File: src/rtl/asc_pkg.sv
package asc_pkg;
  typedef enum logic {
    ASC_ADD = 1'b0,
    ASC_SUB = 1'b1
  } asc_op_e;

  typedef struct packed {
    logic c;
    logic z;
    logic n;
    logic v;
  } asc_flags_t;
endpackage

File: src/rtl/asc_digit.sv
module asc_digit #(
  parameter int DW = 4
) (
  input  logic [DW-1:0] a,
  input  logic [DW-1:0] b,
  input  logic          cin,
  input  logic          dec,
  input  logic          sub,
  output logic [DW-1:0] d,
  output logic          cout
);
  localparam logic [DW:0]   LIMIT = (DW+1)'(9);
  localparam logic [DW-1:0] ADJ   = DW'(6);

  logic [DW:0] raw;
  assign raw = {1'b0, a} + {1'b0, b} + (DW+1)'(cin);

  always_comb begin
    if (!dec) begin
      cout = raw[DW];
      d    = raw[DW-1:0];
    end else if (!sub) begin
      if (raw > LIMIT) begin
        cout = 1'b1;
        d    = raw[DW-1:0] + ADJ;
      end else begin
        cout = 1'b0;
        d    = raw[DW-1:0];
      end
    end else begin
      cout = raw[DW];
      d    = raw[DW] ? raw[DW-1:0] : raw[DW-1:0] - ADJ;
    end
  end
endmodule

File: src/rtl/asc_core.sv
module asc_core
  import asc_pkg::*;
#(
  parameter int WIDTH  = 8,
  parameter bit DEC_EN = 1'b1
) (
  input  asc_op_e          op,
  input  logic [WIDTH-1:0] acc,
  input  logic [WIDTH-1:0] opd,
  input  logic             cin,
  input  logic             dec,
  output logic [WIDTH-1:0] res,
  output asc_flags_t       flags
);
  localparam int DIGITS = WIDTH / 4;

  logic             is_sub;
  logic             dec_eff;
  logic [WIDTH-1:0] opd_eff;
  logic [DIGITS:0]  chain;

  assign is_sub  = (op == ASC_SUB);
  assign opd_eff = is_sub ? ~opd : opd;

  generate
    if (DEC_EN) begin : g_dec
      assign dec_eff = dec;
    end else begin : g_bin
      logic unused_dec;
      assign unused_dec = dec;
      assign dec_eff    = 1'b0;
    end
  endgenerate

  assign chain[0] = cin;
  generate
    for (genvar g = 0; g < DIGITS; g++) begin : g_digit
      asc_digit #(.DW(4)) i_digit (
        .a    (acc[4*g +: 4]),
        .b    (opd_eff[4*g +: 4]),
        .cin  (chain[g]),
        .dec  (dec_eff),
        .sub  (is_sub),
        .d    (res[4*g +: 4]),
        .cout (chain[g+1])
      );
    end
  endgenerate

  // Binary carry into and out of the sign bit, used for overflow in all modes
  logic [WIDTH-1:0] low_sum;
  logic [1:0]       top_sum;
  assign low_sum = {1'b0, acc[WIDTH-2:0]} + {1'b0, opd_eff[WIDTH-2:0]} + WIDTH'(cin);
  assign top_sum = 2'(acc[WIDTH-1]) + 2'(opd_eff[WIDTH-1]) + 2'(low_sum[WIDTH-1]);

  assign flags.c = chain[DIGITS];
  assign flags.z = (res == '0);
  assign flags.n = res[WIDTH-1];
  assign flags.v = low_sum[WIDTH-1] ^ top_sum[1];
endmodule

File: src/rtl/asc_unit.sv
module asc_unit
  import asc_pkg::*;
#(
  parameter int WIDTH  = 8,
  parameter bit DEC_EN = 1'b1
) (
  input  logic             clk,
  input  logic             rst_n,
  input  logic             in_valid,
  input  logic             in_sub,
  input  logic [WIDTH-1:0] in_acc,
  input  logic [WIDTH-1:0] in_opd,
  input  logic             in_carry,
  input  logic             in_dec,
  output logic             out_done,
  output logic [WIDTH-1:0] out_res,
  output logic             out_c,
  output logic             out_z,
  output logic             out_n,
  output logic             out_v
);
  logic [WIDTH-1:0] nxt_res;
  asc_flags_t       nxt_flags;
  asc_flags_t       flg_q;

  asc_core #(.WIDTH(WIDTH), .DEC_EN(DEC_EN)) i_core (
    .op    (asc_op_e'(in_sub)),
    .acc   (in_acc),
    .opd   (in_opd),
    .cin   (in_carry),
    .dec   (in_dec),
    .res   (nxt_res),
    .flags (nxt_flags)
  );

  always_ff @(posedge clk or negedge rst_n) begin
    if (!rst_n) begin
      out_done <= 1'b0;
      out_res  <= '0;
      flg_q    <= '0;
    end else begin
      out_done <= in_valid;
      if (in_valid) begin
        out_res <= nxt_res;
        flg_q   <= nxt_flags;
      end
    end
  end

  assign out_c = flg_q.c;
  assign out_z = flg_q.z;
  assign out_n = flg_q.n;
  assign out_v = flg_q.v;
endmodule

File: config.mk
export PLATFORM = sky130hd
export DESIGN_NAME = asc_unit
export DESIGN_NICKNAME = d
export VERILOG_FILES = /design/src/rtl/asc_pkg.sv /design/src/rtl/asc_digit.sv /design/src/rtl/asc_core.sv /design/src/rtl/asc_unit.sv
export SDC_FILE = /design/constraint.sdc
export NUM_CORES = 1
export LEC_CHECK = 0
export ABC_AREA = 0
export BUFFER_PORTS_ARGS = -buffer_cell sky130_fd_sc_hd__buf_2
export CELL_PAD_IN_SITES_DETAIL_PLACEMENT = 1
export CELL_PAD_IN_SITES_GLOBAL_PLACEMENT = 1
export CORE_AREA = 5 5 66 68
export DETAILED_ROUTE_END_ITERATION = 12
export DIE_AREA = 0 0 71 73
export PLACE_DENSITY = 0.86
export SLEW_MARGIN = 20
export SYNTH_ARGS = -nofsm -noshare
export SYNTH_HDL_FRONTEND = slang
export SYNTH_SLANG_ARGS = --single-unit
File: constraint.sdc
create_clock -name clk -period 2.3 [get_ports clk]
set_input_delay 0.46 -clock clk [delete_from_list [all_inputs] [get_ports clk]]
set_output_delay 0.46 -clock clk [all_outputs]
set_load 0.005 [all_outputs]
==> results of run 1 <==
[metal layers]
metal  up-vias  GRT usage  part of all wire
met3        40     0.0262             0.052
met4         0      0.106             0.058
li1        771          -                 -
met2       107      0.428              0.52
met1       869      0.266              0.38
met5         -          0                 0
[worst max-delay path: cells and delay by family]
family	cells	cell delay [ns]
xor+xnor	2	0.30
simple gates	5	0.67
fa+ha+maj	3	0.85
compound gates	3	0.60
buf+inv	19	2.34
[synth_stat cells, types with 2 or more instances]
cell | count | area [um2]
inv_1 | 18 | 67.6
ha_1 | 14 | 175
dfrtp_1 | 12 | 300
a21oi_1 | 10 | 50.1
nor2_1 | 10 | 37.5
o21ai_0 | 10 | 50.1
nand2_1 | 9 | 33.8
xor2_1 | 9 | 78.8
mux2_2 | 5 | 56.3
a31oi_1 | 4 | 25.0
fa_1 | 4 | 80.1
mux2i_1 | 4 | 40.0
nand2b_1 | 4 | 25.0
nand3_1 | 4 | 20.0
a211oi_1 | 3 | 22.5
clkbuf_1 | 3 | 11.3
o21a_1 | 3 | 22.5
xnor2_1 | 3 | 26.3
a21o_1 | 2 | 15.0
and2_1 | 2 | 12.5
and3_2 | 2 | 15.0
nor3_1 | 2 | 10.0
or3_1 | 2 | 12.5
[placed cells by master (no fill, tap or decap), types with 3 or more instances in the layout]
cell,instances
buf_4,68
buf_2,32
inv_1,15
dfrtp_1,12
nor2_1,9
a21oi_1,9
nand2_1,8
ha_1,8
xor2_1,6
o21ai_0,5
buf_6,5
fa_2,4
o21a_1,3
nand3_1,3
mux2i_1,3
a31oi_4,3
a211oi_1,3
o21ai_1,3
mux2_2,3
ha_4,3
ha_2,3
clkbuf_8,3
[registers in the layout, indices dropped and copies added (netlist names)]
signal    count
out_res       8
out_z         1
out_done      1
out_v         1
out_c         1
[metrics by stage]
stage,hold WS [ns],utilization,power (mW)
after floorplan,0.164,-,0.829
after global routing,0.0990,0.644,2.14
after detailed placement,0.343,0.513,1.24
final,0.0767,0.644,2.04
after CTS,0.0812,0.599,1.72
after global placement,0.338,0.513,1.18
[final timing paths]
check / startpoint / end / slack, ns
max: in_opd[0] / out_z / -2.77
min in group clk: in_valid / out_done / 0.49
min: rst_n / out_res[7] / 0.08
max reg2reg: out_v / out_v / 1.52
min reg2reg: out_z / out_z / 0.49
max in group asynchronous: rst_n / out_res[2] / 2.02
[cells by family after synthesis]
family / Yosys count / share of synthesized area
XOR/XNOR: 12 / 0.0749
buffers and inverters: 25 / 0.0882
flip-flops: 12 / 0.214
adder cells (fa/ha/maj): 18 / 0.182
AND/OR/NAND/NOR: 44 / 0.162
multiplexers: 10 / 0.0847
AO/OA/AOI/OAI: 41 / 0.194
[timing repair]
item / in CTS / in global routing
buffers inserted: 24 / 8
gates cloned: 0 / 0
gates resized for setup: 27 / 22
hold buffers: 0 / 0
pin swaps: 23 / 24
setup endpoints to repair: 10 / 10
[power by group]
part	total [mW]	switching (mW)	internal (mW)
clock network	0.189	0.0742	0.115
registers	0.305	0.0329	0.272
logic	1.54	0.727	0.814
[area by class of cell]
type / instances / area [um2] / share of cell area
Inverter: 19 / 76.3 / 0.0312
Tap cell: 50 / 62.6 / 0.0256
Sequential cell: 12 / 300 / 0.123
Clock buffer: 3 / 41.3 / 0.0169
Multi-Input combinational cell: 125 / 1220 / 0.500
Timing Repair Buffer: 106 / 742 / 0.303
==> impl_metrics.env, run 1 <==
export IMPL_cts_tree="yes"
export IMPL_clk_latency_ns=0.24
export IMPL_clock_fmax_ghz=0.197
export IMPL_cts_sinks=12
export IMPL_ir_worst_vdd_mv=0.286
export IMPL_wl_per_cell_um=22.4
export IMPL_max_cap_violations=0
export IMPL_rr_worst_depth=1
export IMPL_initial_core_util=0.370
export IMPL_fp_row_count=23
export IMPL_vias=1787
export IMPL_routed_via_density=5.67
export IMPL_tightestPinTransition_ns=0.563
export IMPL_numCtsBuffers=3
export IMPL_antenna_cells=0
export IMPL_slew_violations=0
export IMPL_final_area_um2=2440
export IMPL_route_detailed_drc=0
export IMPL_floorplan_die_width_um=71
export IMPL_p_leak_nw=1.22
export IMPL_root_buffer="clkbuf_8"
export IMPL_timing_final_crit_share=2.20
export IMPL_grt_pass1_wl_um=9320
export IMPL_hpwl_um=3570
export IMPL_synth_edf_count=0
export IMPL_area_growth_pct=74.2
export IMPL_cp_arrival_ns=5.22
export IMPL_grt_setup_unrepaired="yes"
export IMPL_syn_nets=202
export IMPL_clk_path_buf_depth=2
export IMPL_violations="setup timing"
export IMPL_final_fill_count=447
export IMPL_fin_cells=315
export IMPL_crit_path_start_kind="input port"
export IMPL_overflow=0
export IMPL_core_area_um2=3800
export IMPL_dieArea_um2=5180
export IMPL_wirelength_um=7060
export IMPL_grtUsageTotal=0.231
export IMPL_setup_violations=10
export IMPL_tns_ns=-19.66
export IMPL_pwr_density_cell_nw_per_um2=832
export IMPL_pre_cts_slack_ns=-2.87
export IMPL_hold_viol_final=0
export IMPL_synthCells=162
export IMPL_drtAntennaViolNets=0
export IMPL_async_reset_ff_frac=1.00
export IMPL_drtIter0Drc=98
export IMPL_ys_warn_count=0
export IMPL_ys_ff_latch=12
export IMPL_gp_congestion=0.821
export IMPL_crit_path_max_incr_delay_ns=0.36
export IMPL_cp_max_fo=3
export IMPL_end_kind="flip-flop"
export IMPL_fin_nets=307
export IMPL_yosysSeqAreaShare=0.214
export IMPL_drive_gt1_frac=0.596
export IMPL_slew_headroom=0.621
export IMPL_die_h_um=73
export IMPL_antenna_found_initial=0
export IMPL_first_pass_iters=4
export IMPL_crit_path_frequent_cell="buf_4"
export IMPL_io_pin_count=35
export IMPL_grt_max_degree=17
export IMPL_place_inst=282
export IMPL_port_buffers=34
export IMPL_placed_area_um2=1950
export IMPL_grt_pass1_vias=1883
export IMPL_synthesis_area_um2=1400
export IMPL_slowest_stage="fa_2"
export IMPL_crit_type="in -> reg"
export IMPL_avgSynthCellArea_um2=8.67
export IMPL_synth_distinct_cells=46
export IMPL_cts_max_level=1
export IMPL_clkSlewWorstSetupHoldPaths_ns=0.05
export IMPL_status="finished, violations left"
export IMPL_min_period_ns=5.07
export IMPL_holdCritPathClass="in -> async"
export IMPL_synth_ff_type="dfrtp_1"
export IMPL_required_ns=2.46
export IMPL_clock_skew_final_ns=0
export IMPL_layout_setup_ws_ns=-2.77
(Power assumes the default switching activity.)
==> inputs of run 2 (changes only) <==
--- a/config.mk
+++ b/config.mk
@@ -9,11 +9,12 @@
 export BUFFER_PORTS_ARGS = -buffer_cell sky130_fd_sc_hd__buf_2
 export CELL_PAD_IN_SITES_DETAIL_PLACEMENT = 1
 export CELL_PAD_IN_SITES_GLOBAL_PLACEMENT = 1
-export CORE_AREA = 5 5 66 68
+export CORE_AREA = 5 5 69 71
 export DETAILED_ROUTE_END_ITERATION = 12
-export DIE_AREA = 0 0 71 73
-export PLACE_DENSITY = 0.86
+export DIE_AREA = 0 0 74 76
+export PLACE_DENSITY = 0.83
 export SLEW_MARGIN = 20
 export SYNTH_ARGS = -nofsm -noshare
 export SYNTH_HDL_FRONTEND = slang
+export SYNTH_HIERARCHICAL = 1
 export SYNTH_SLANG_ARGS = --single-unit
==> run 2 against run 1 <==
  * The run still ends with setup timing left
  * Clock power up 5%
  * Synthesized cell count fell by 6.2%
  * Worst setup slack improved by 0.24 ns
  * Register-to-register slack got worse by 0.03 ns
  * Cell area grew 1.3%
  * Critical path type unchanged
==> impl_metrics.env, run 2 <==
export IMPL_slew_violations=0
export IMPL_wirelength_um=5370
export IMPL_clk_latency_ns=0.24
export IMPL_gp_congestion=0.798
export IMPL_synth_distinct_cells=45
export IMPL_setup_violations=11
export IMPL_grt_setup_unrepaired="yes"
export IMPL_initial_core_util=0.370
export IMPL_regMostFlops="out_res"
export IMPL_core_area_um2=4170
export IMPL_hpwl_um=4110
export IMPL_drive_gt1_frac=0.613
export IMPL_routed_via_density=5.33
export IMPL_drtIter0Drc=44
export IMPL_antenna_cells=0
export IMPL_async_reset_ff_frac=1.00
export IMPL_hold_viol_final=0
export IMPL_tightestPinTransition_ns=0.400
export IMPL_yosysSeqAreaShare=0.211
export IMPL_wl_per_cell_um=17.9
export IMPL_dieArea_um2=5620
export IMPL_numCtsBuffers=3
export IMPL_grtUsageTotal=0.195
export IMPL_timing_final_crit_share=2.10
export IMPL_avgSynthCellArea_um2=10.1
export IMPL_fp_row_count=24
export IMPL_end_kind="flip-flop"
export IMPL_io_pin_count=35
export IMPL_vias=1599
export IMPL_cts_tree="yes"
export IMPL_max_cap_violations=0
export IMPL_ys_warn_count=6
export IMPL_area_growth_pct=60.5
export IMPL_min_period_ns=4.82
export IMPL_crit_type="in -> reg"
export IMPL_synth_ff_type="dfrtp_1"
export IMPL_clkSlewWorstSetupHoldPaths_ns=0.05
export IMPL_grt_max_degree=17
export IMPL_holdCritPathClass="in -> async"
export IMPL_die_h_um=76
export IMPL_synthCells=152
export IMPL_route_detailed_drc=0
export IMPL_drtAntennaViolNets=0
export IMPL_synth_edf_count=0
export IMPL_ir_worst_vdd_mv=0.222
export IMPL_clock_skew_final_ns=0
export IMPL_first_pass_iters=4
export IMPL_overflow=0
export IMPL_required_ns=2.42
export IMPL_antenna_found_initial=0
export IMPL_ys_ff_latch=13
export IMPL_synth_commonest_cells="ha_1 (20), dfrtp_1 (13), a21oi_1 (10), mux2_4 (10), nand2_1 (9)"
export IMPL_synth_most_common_cell="ha_1"
export IMPL_cts_sinks=13
export IMPL_root_buffer="clkbuf_8"
export IMPL_crit_path_start_kind="input port"
export IMPL_synthesis_area_um2=1540
export IMPL_status="finished, violations left"
export IMPL_largest_reg_flops=8
export IMPL_fin_nets=295
export IMPL_port_buffers=34
export IMPL_hold_slack_ns=0.0988
export IMPL_slew_headroom=0.733
export IMPL_power_total_mw=1.94
export IMPL_p_leak_nw=1.22
export IMPL_grt_pass1_wl_um=8770
export IMPL_synth_top_cell_by_area="dfrtp_1"
export IMPL_final_cell_mix="buf_4 (59), buf_2 (32), ha_1 (15), dfrtp_1 (13), mux2_4 (11)"
export IMPL_violations="setup timing"
export IMPL_final_common_cell="buf_4"
export IMPL_cp_max_fo=3
export IMPL_cts_max_level=1
export IMPL_floorplan_die_width_um=74
export IMPL_synth_top_area_share=0.211
export IMPL_clk_path_buf_depth=2
export IMPL_reg2reg_slack_ns=1.49
export IMPL_layout_setup_ws_ns=-2.52
export IMPL_cp_arrival_ns=4.95
export IMPL_syn_nets=198
export IMPL_clock_fmax_ghz=0.207
export IMPL_synth_area_leaders="dfrtp_1 (21%), ha_1 (16%), mux2_4 (9.7%)"
export IMPL_grt_pass1_vias=1881
export IMPL_pwr_density_cell_nw_per_um2=783
-- run 2: changes by cell type after synthesis, sizes merged, moves of 4 or more --
cell	before	now
mux2	5	12
nor2	11	4
ha	14	20
inv	18	6
xnor2	3	7
-- run 2: layer usage --
layer | GRT usage | share of wire
met3 | 0.0106 | 0.029
met1 | 0.216 | 0.38
met2 | 0.367 | 0.56
met4 | 0.0888 | 0.039
met5 | 0 | 0
-- run 2: critical path: stages --
cell      delay (ns)
buf_8           0.10
xor2_4          0.18
fa_2            0.38
fa_2            0.44
xnor2_4         0.27
ha_4            0.17
nand2_2         0.05
a32oi_2         0.25
a41o_1          0.23
fa_2            0.21
fa_2            0.45
buf_4           0.15
buf_4           0.13
ha_2            0.16
mux2i_1         0.17
nand2_1         0.11
or4_1           0.40
o211ai_1        0.18
or4_1           0.17
nor2_1          0.04
mux2_4          0.25
-- run 2: through the flow --
step	setup TNS (ns)	util	setup WS, ns	instances	instance area, um2
after floorplan	-16.73	-	-2.62	152	1650
after CTS	-16.89	0.581	-2.46	296	2420
after global placement	-18.82	0.532	-2.63	285	2220
final	-17.72	0.593	-2.52	300	2480
after global routing	-19.14	0.593	-2.70	300	2480
after detailed placement	-20.79	0.532	-2.96	285	2220
-- run 2: where the power goes --
group	switching (mW)	total (mW)	internal (mW)
clock network	0.0770	0.199	0.122
registers	0.0506	0.362	0.311
logic	0.599	1.38	0.780
-- run 2: cells by family after synthesis --
logic type / synth area share
AND/OR/NAND/NOR: 0.129
XOR/XNOR: 0.0852
buffers and inverters: 0.0389
adder cells (fa/ha/maj): 0.214
AO/OA/AOI/OAI: 0.191
flip-flops: 0.211
multiplexers: 0.131
-- run 2: final cells by class --
type	count	area, um2
inverter	6	22.5
multi-input combinational	128	1340
tap	52	65.1
sequential	13	325
timing repair buffer	97	674
clock buffer	4	45.0
fill	473	1700
-- run 2: path summary, 6_finish.rpt --
check,startpoint,endpoint,cells past startpoint
worst max-delay path,in_opd[0],out_z,21
worst min-delay path,rst_n,out_res[5],1
worst max register to register,out_res[6],out_res[6],1
worst min register to register,out_res[5],out_res[5],1
max in group asynchronous,rst_n,out_res[2],1
min in group clk,out_res[5],out_res[5],1
-- run 2: timing repair --
| item | in CTS | in global routing |
|---|---|---|
| resized for setup | 18 | 6 |
| hold buffers | 0 | 0 |
| endpoints found under the setup margin | 11 | 11 |
| pin swaps | 15 | 6 |
| cloned | 0 | 0 |
| setup buffers | 8 | 4 |
==> inputs of run 3 (changes only) <==
--- a/config.mk
+++ b/config.mk
@@ -9,10 +9,10 @@
 export BUFFER_PORTS_ARGS = -buffer_cell sky130_fd_sc_hd__buf_2
 export CELL_PAD_IN_SITES_DETAIL_PLACEMENT = 1
 export CELL_PAD_IN_SITES_GLOBAL_PLACEMENT = 1
-export CORE_AREA = 5 5 69 71
+export CORE_AREA = 5 5 65 67
 export DETAILED_ROUTE_END_ITERATION = 12
-export DIE_AREA = 0 0 74 76
-export PLACE_DENSITY = 0.83
+export DIE_AREA = 0 0 70 72
+export PLACE_DENSITY = 0.91
 export SLEW_MARGIN = 20
 export SYNTH_ARGS = -nofsm -noshare
 export SYNTH_HDL_FRONTEND = slang
==> run 3 against run 2 <==
  * The run now fails in 5_1_grt
  * Area after synthesis is the same
  * Synthesized cell count is the same
==> impl_metrics.env, run 3 <==
export IMPL_status="did not finish"
export IMPL_lastStage="5_1_grt"
export IMPL_toolErrorMsg="[ERROR DPL-0033] detailed placement checks failed during check placement."
export IMPL_postGrtWorstEndpoint="out_z$_DFFE_PN0P_/D"
export IMPL_synth_distinct_cells=45
export IMPL_synth_top_cell_by_area="dfrtp_1"
export IMPL_io_pin_count=35
export IMPL_worst_ep_kind="register data pin"
export IMPL_initial_core_util=0.431
export IMPL_syn_nets=198
export IMPL_gp_congestion=0.834
export IMPL_fp_row_count=22
export IMPL_hpwl_um=4350
export IMPL_synth_commonest_cells="ha_1 (20), dfrtp_1 (13), a21oi_1 (10), mux2_4 (10), nand2_1 (9)"
export IMPL_ys_warn_count=6
export IMPL_synth_top_area_share=0.211
export IMPL_ys_ff_latch=13
export IMPL_root_buffer="clkbuf_4"
export IMPL_die_h_um=72
export IMPL_synth_area_leaders="dfrtp_1 (21%), ha_1 (16%), mux2_4 (9.7%)"
export IMPL_synth_edf_count=0
export IMPL_synth_ff_type="dfrtp_1"
export IMPL_async_reset_ff_frac=1.00
export IMPL_grt_max_degree=18
export IMPL_floorplan_die_width_um=70
export IMPL_numCtsBuffers=3
export IMPL_cts_max_level=1
export IMPL_synthesis_area_um2=1540
export IMPL_cts_sinks=13
export IMPL_synthCells=152
export IMPL_clk_path_buf_depth=2
export IMPL_synth_most_common_cell="ha_1"
export IMPL_hold_buffers=0
export IMPL_place_inst=277
export IMPL_yosysSeqAreaShare=0.211
export IMPL_port_buffers=34
export IMPL_antenna_found_initial=1
export IMPL_avgSynthCellArea_um2=10.1
-- run 3: logic make-up after synthesis --
group,share of synthesized area
multiplexers,0.131
flip-flops,0.211
buffers and inverters,0.0389
XOR/XNOR,0.0852
AO/OA/AOI/OAI,0.191
adder cells (fa/ha/maj),0.214
AND/OR/NAND/NOR,0.129
-- run 3: what timing repair did --
item                                    4_1_cts
buffers inserted                              8
pin swaps                                    20
endpoints found under the setup margin       11
resized for setup                            30
-- run 3: stage by stage --
stage	cell area [um2]	worst slack (ns)	hold slack [ns]
floorplan	1650	-2.62	0.164
global placement	2200	-2.66	0.341
detailed placement	2200	-2.94	0.353
CTS	2470	-2.41	0.0582
==> inputs of run 4 (changes only) <==
--- a/config.mk
+++ b/config.mk
@@ -7,12 +7,10 @@
 export LEC_CHECK = 0
 export ABC_AREA = 0
 export BUFFER_PORTS_ARGS = -buffer_cell sky130_fd_sc_hd__buf_2
-export CELL_PAD_IN_SITES_DETAIL_PLACEMENT = 1
-export CELL_PAD_IN_SITES_GLOBAL_PLACEMENT = 1
-export CORE_AREA = 5 5 65 67
+export CORE_AREA = 5 5 78 80
 export DETAILED_ROUTE_END_ITERATION = 12
-export DIE_AREA = 0 0 70 72
-export PLACE_DENSITY = 0.91
+export DIE_AREA = 0 0 83 85
+export PLACE_DENSITY_LB_ADDON = 0.15
 export SLEW_MARGIN = 20
 export SYNTH_ARGS = -nofsm -noshare
 export SYNTH_HDL_FRONTEND = slang
==> run 4 against run 3 <==
  * The flow now finishes, with violations (setup timing)
==> impl_metrics.env, run 4 (synthesized netlist as in run 2, its figures left out) <==
export IMPL_reg2reg_slack_ns=1.53
export IMPL_clk_path_buf_depth=2
export IMPL_drtAntennaViolNets=0
export IMPL_hold_viol_final=0
export IMPL_fin_cells=312
export IMPL_place_inst=300
export IMPL_largest_reg_flops=8
export IMPL_slew_violations=0
export IMPL_tns_ns=-16.11
export IMPL_timing_final_crit_share=2.01
export IMPL_worstSetupStartpoint="in_opd[0]"
export IMPL_drive_gt1_frac=0.596
export IMPL_antenna_cells=0
export IMPL_status="finished, violations left"
export IMPL_p_leak_nw=1.19
export IMPL_io_pin_count=35
export IMPL_max_cap_violations=0
export IMPL_setup_violations=11
export IMPL_final_cell_mix="buf_4 (48), buf_2 (32), ha_1 (15), dfrtp_1 (13)"
export IMPL_cts_tree="yes"
export IMPL_pre_cts_slack_ns=-2.78
export IMPL_antenna_found_initial=0
export IMPL_fin_nets=287
export IMPL_first_pass_iters=4
export IMPL_cts_sinks=13
export IMPL_end_kind="flip-flop"
export IMPL_gp_congestion=0.843
export IMPL_hold_slack_ns=0.0893
export IMPL_grt_pass1_wl_um=7100
export IMPL_wl_per_cell_um=12.9
export IMPL_initial_core_util=0.289
export IMPL_power_total_mw=1.84
export IMPL_clock_fmax_ghz=0.216
export IMPL_required_ns=2.48
export IMPL_grt_max_degree=17
export IMPL_root_buffer="clkbuf_8"
export IMPL_wirelength_um=4010
export IMPL_numCtsBuffers=3
export IMPL_final_common_cell="buf_4"
export IMPL_grt_pass1_vias=1597
export IMPL_route_detailed_drc=0
export IMPL_vias=1482
export IMPL_fp_row_count=27
export IMPL_grt_setup_unrepaired="yes"
export IMPL_regToRegStartpoint="out_res[2]"
export IMPL_violations="setup timing"
export IMPL_area_growth_pct=59.4
export IMPL_utilization=0.461
export IMPL_layout_setup_ws_ns=-2.32
export IMPL_cp_max_fo=4
export IMPL_pwr_density_cell_nw_per_um2=750
export IMPL_dieArea_um2=7060
export IMPL_regMostFlops="out_res"
export IMPL_rr_worst_depth=1
export IMPL_ir_worst_vdd_mv=0.305
export IMPL_grtUsageTotal=0.117
export IMPL_core_area_um2=5340
export IMPL_overflow=0
export IMPL_drtIter0Drc=45
export IMPL_port_buffers=34
export IMPL_crit_type="in -> reg"
export IMPL_routed_via_density=4.75
export IMPL_tightestPinTransition_ns=0.379
export IMPL_clk_latency_ns=0.24
export IMPL_slew_headroom=0.747
export IMPL_hpwl_um=3450
export IMPL_clkSlewWorstSetupHoldPaths_ns=0.05
export IMPL_holdCritPathClass="in -> async"
export IMPL_crit_path_start_kind="input port"
export IMPL_timing_rr_end="out_res[2]"
export IMPL_placed_area_um2=2220
export IMPL_clock_skew_final_ns=0
export IMPL_cp_arrival_ns=4.80
export IMPL_final_area_um2=2460
export IMPL_min_period_ns=4.62
export IMPL_cts_max_level=1
export IMPL_floorplan_die_width_um=83
export IMPL_die_h_um=85
export IMPL_crit_path_end="out_z"
-- run 4: timing repair --
action | CTS | global route
setup buffers | 7 | 3
setup endpoints to repair | 11 | 11
pin swaps | 16 | 4
hold buffers | 0 | 0
gates cloned | 0 | 0
gates resized for setup | 17 | 7
-- run 4: worst min-delay path by stage --
stage / to / depth (start not counted)
3_3_place_gp: out_done / 1
2_1_floorplan: out_c / 0
5_1_grt: out_res[5] / 1
6_report: out_res[2] / 1
3_5_place_dp: out_res[3] / 1
4_1_cts: out_done / 1
-- run 4: final cells by class --
type,instances,area [um2]
fill,548,2880
tap,72,90.1
timing repair buffer,89,631
sequential,13,325
multi-input combinational,128,1350
clock buffer,4,45.0
inverter,6,22.5
-- run 4: critical path, stage by stage --
cell and delay (ns):
buf_6 0.10, xor2_2 0.18, fa_2 0.36, fa_2 0.44
xnor2_4 0.19, ha_4 0.17, nand2_2 0.05, a32oi_2 0.06
a41o_1 0.21, fa_2 0.36, fa_2 0.43, xnor2_4 0.23
buf_6 0.14, a32oi_4 0.11, or3_1 0.37, a32oi_1 0.21
a211oi_2 0.08, or4_1 0.41, nor2_1 0.10, mux2_4 0.14
-- run 4: report_power, final --
part           internal [mW]  leakage (nW)  total (mW)  switching, mW
sequential             0.311         0.155       0.355         0.0439
clock                  0.122        0.0228       0.196         0.0744
combinational          0.761          1.01        1.29          0.532
-- run 4: metal layers --
layer  wire length, um  track usage
met3               177       0.0204
met4                36       0.0327
met1              1740        0.137
met2              2060        0.220
met5                 0            0
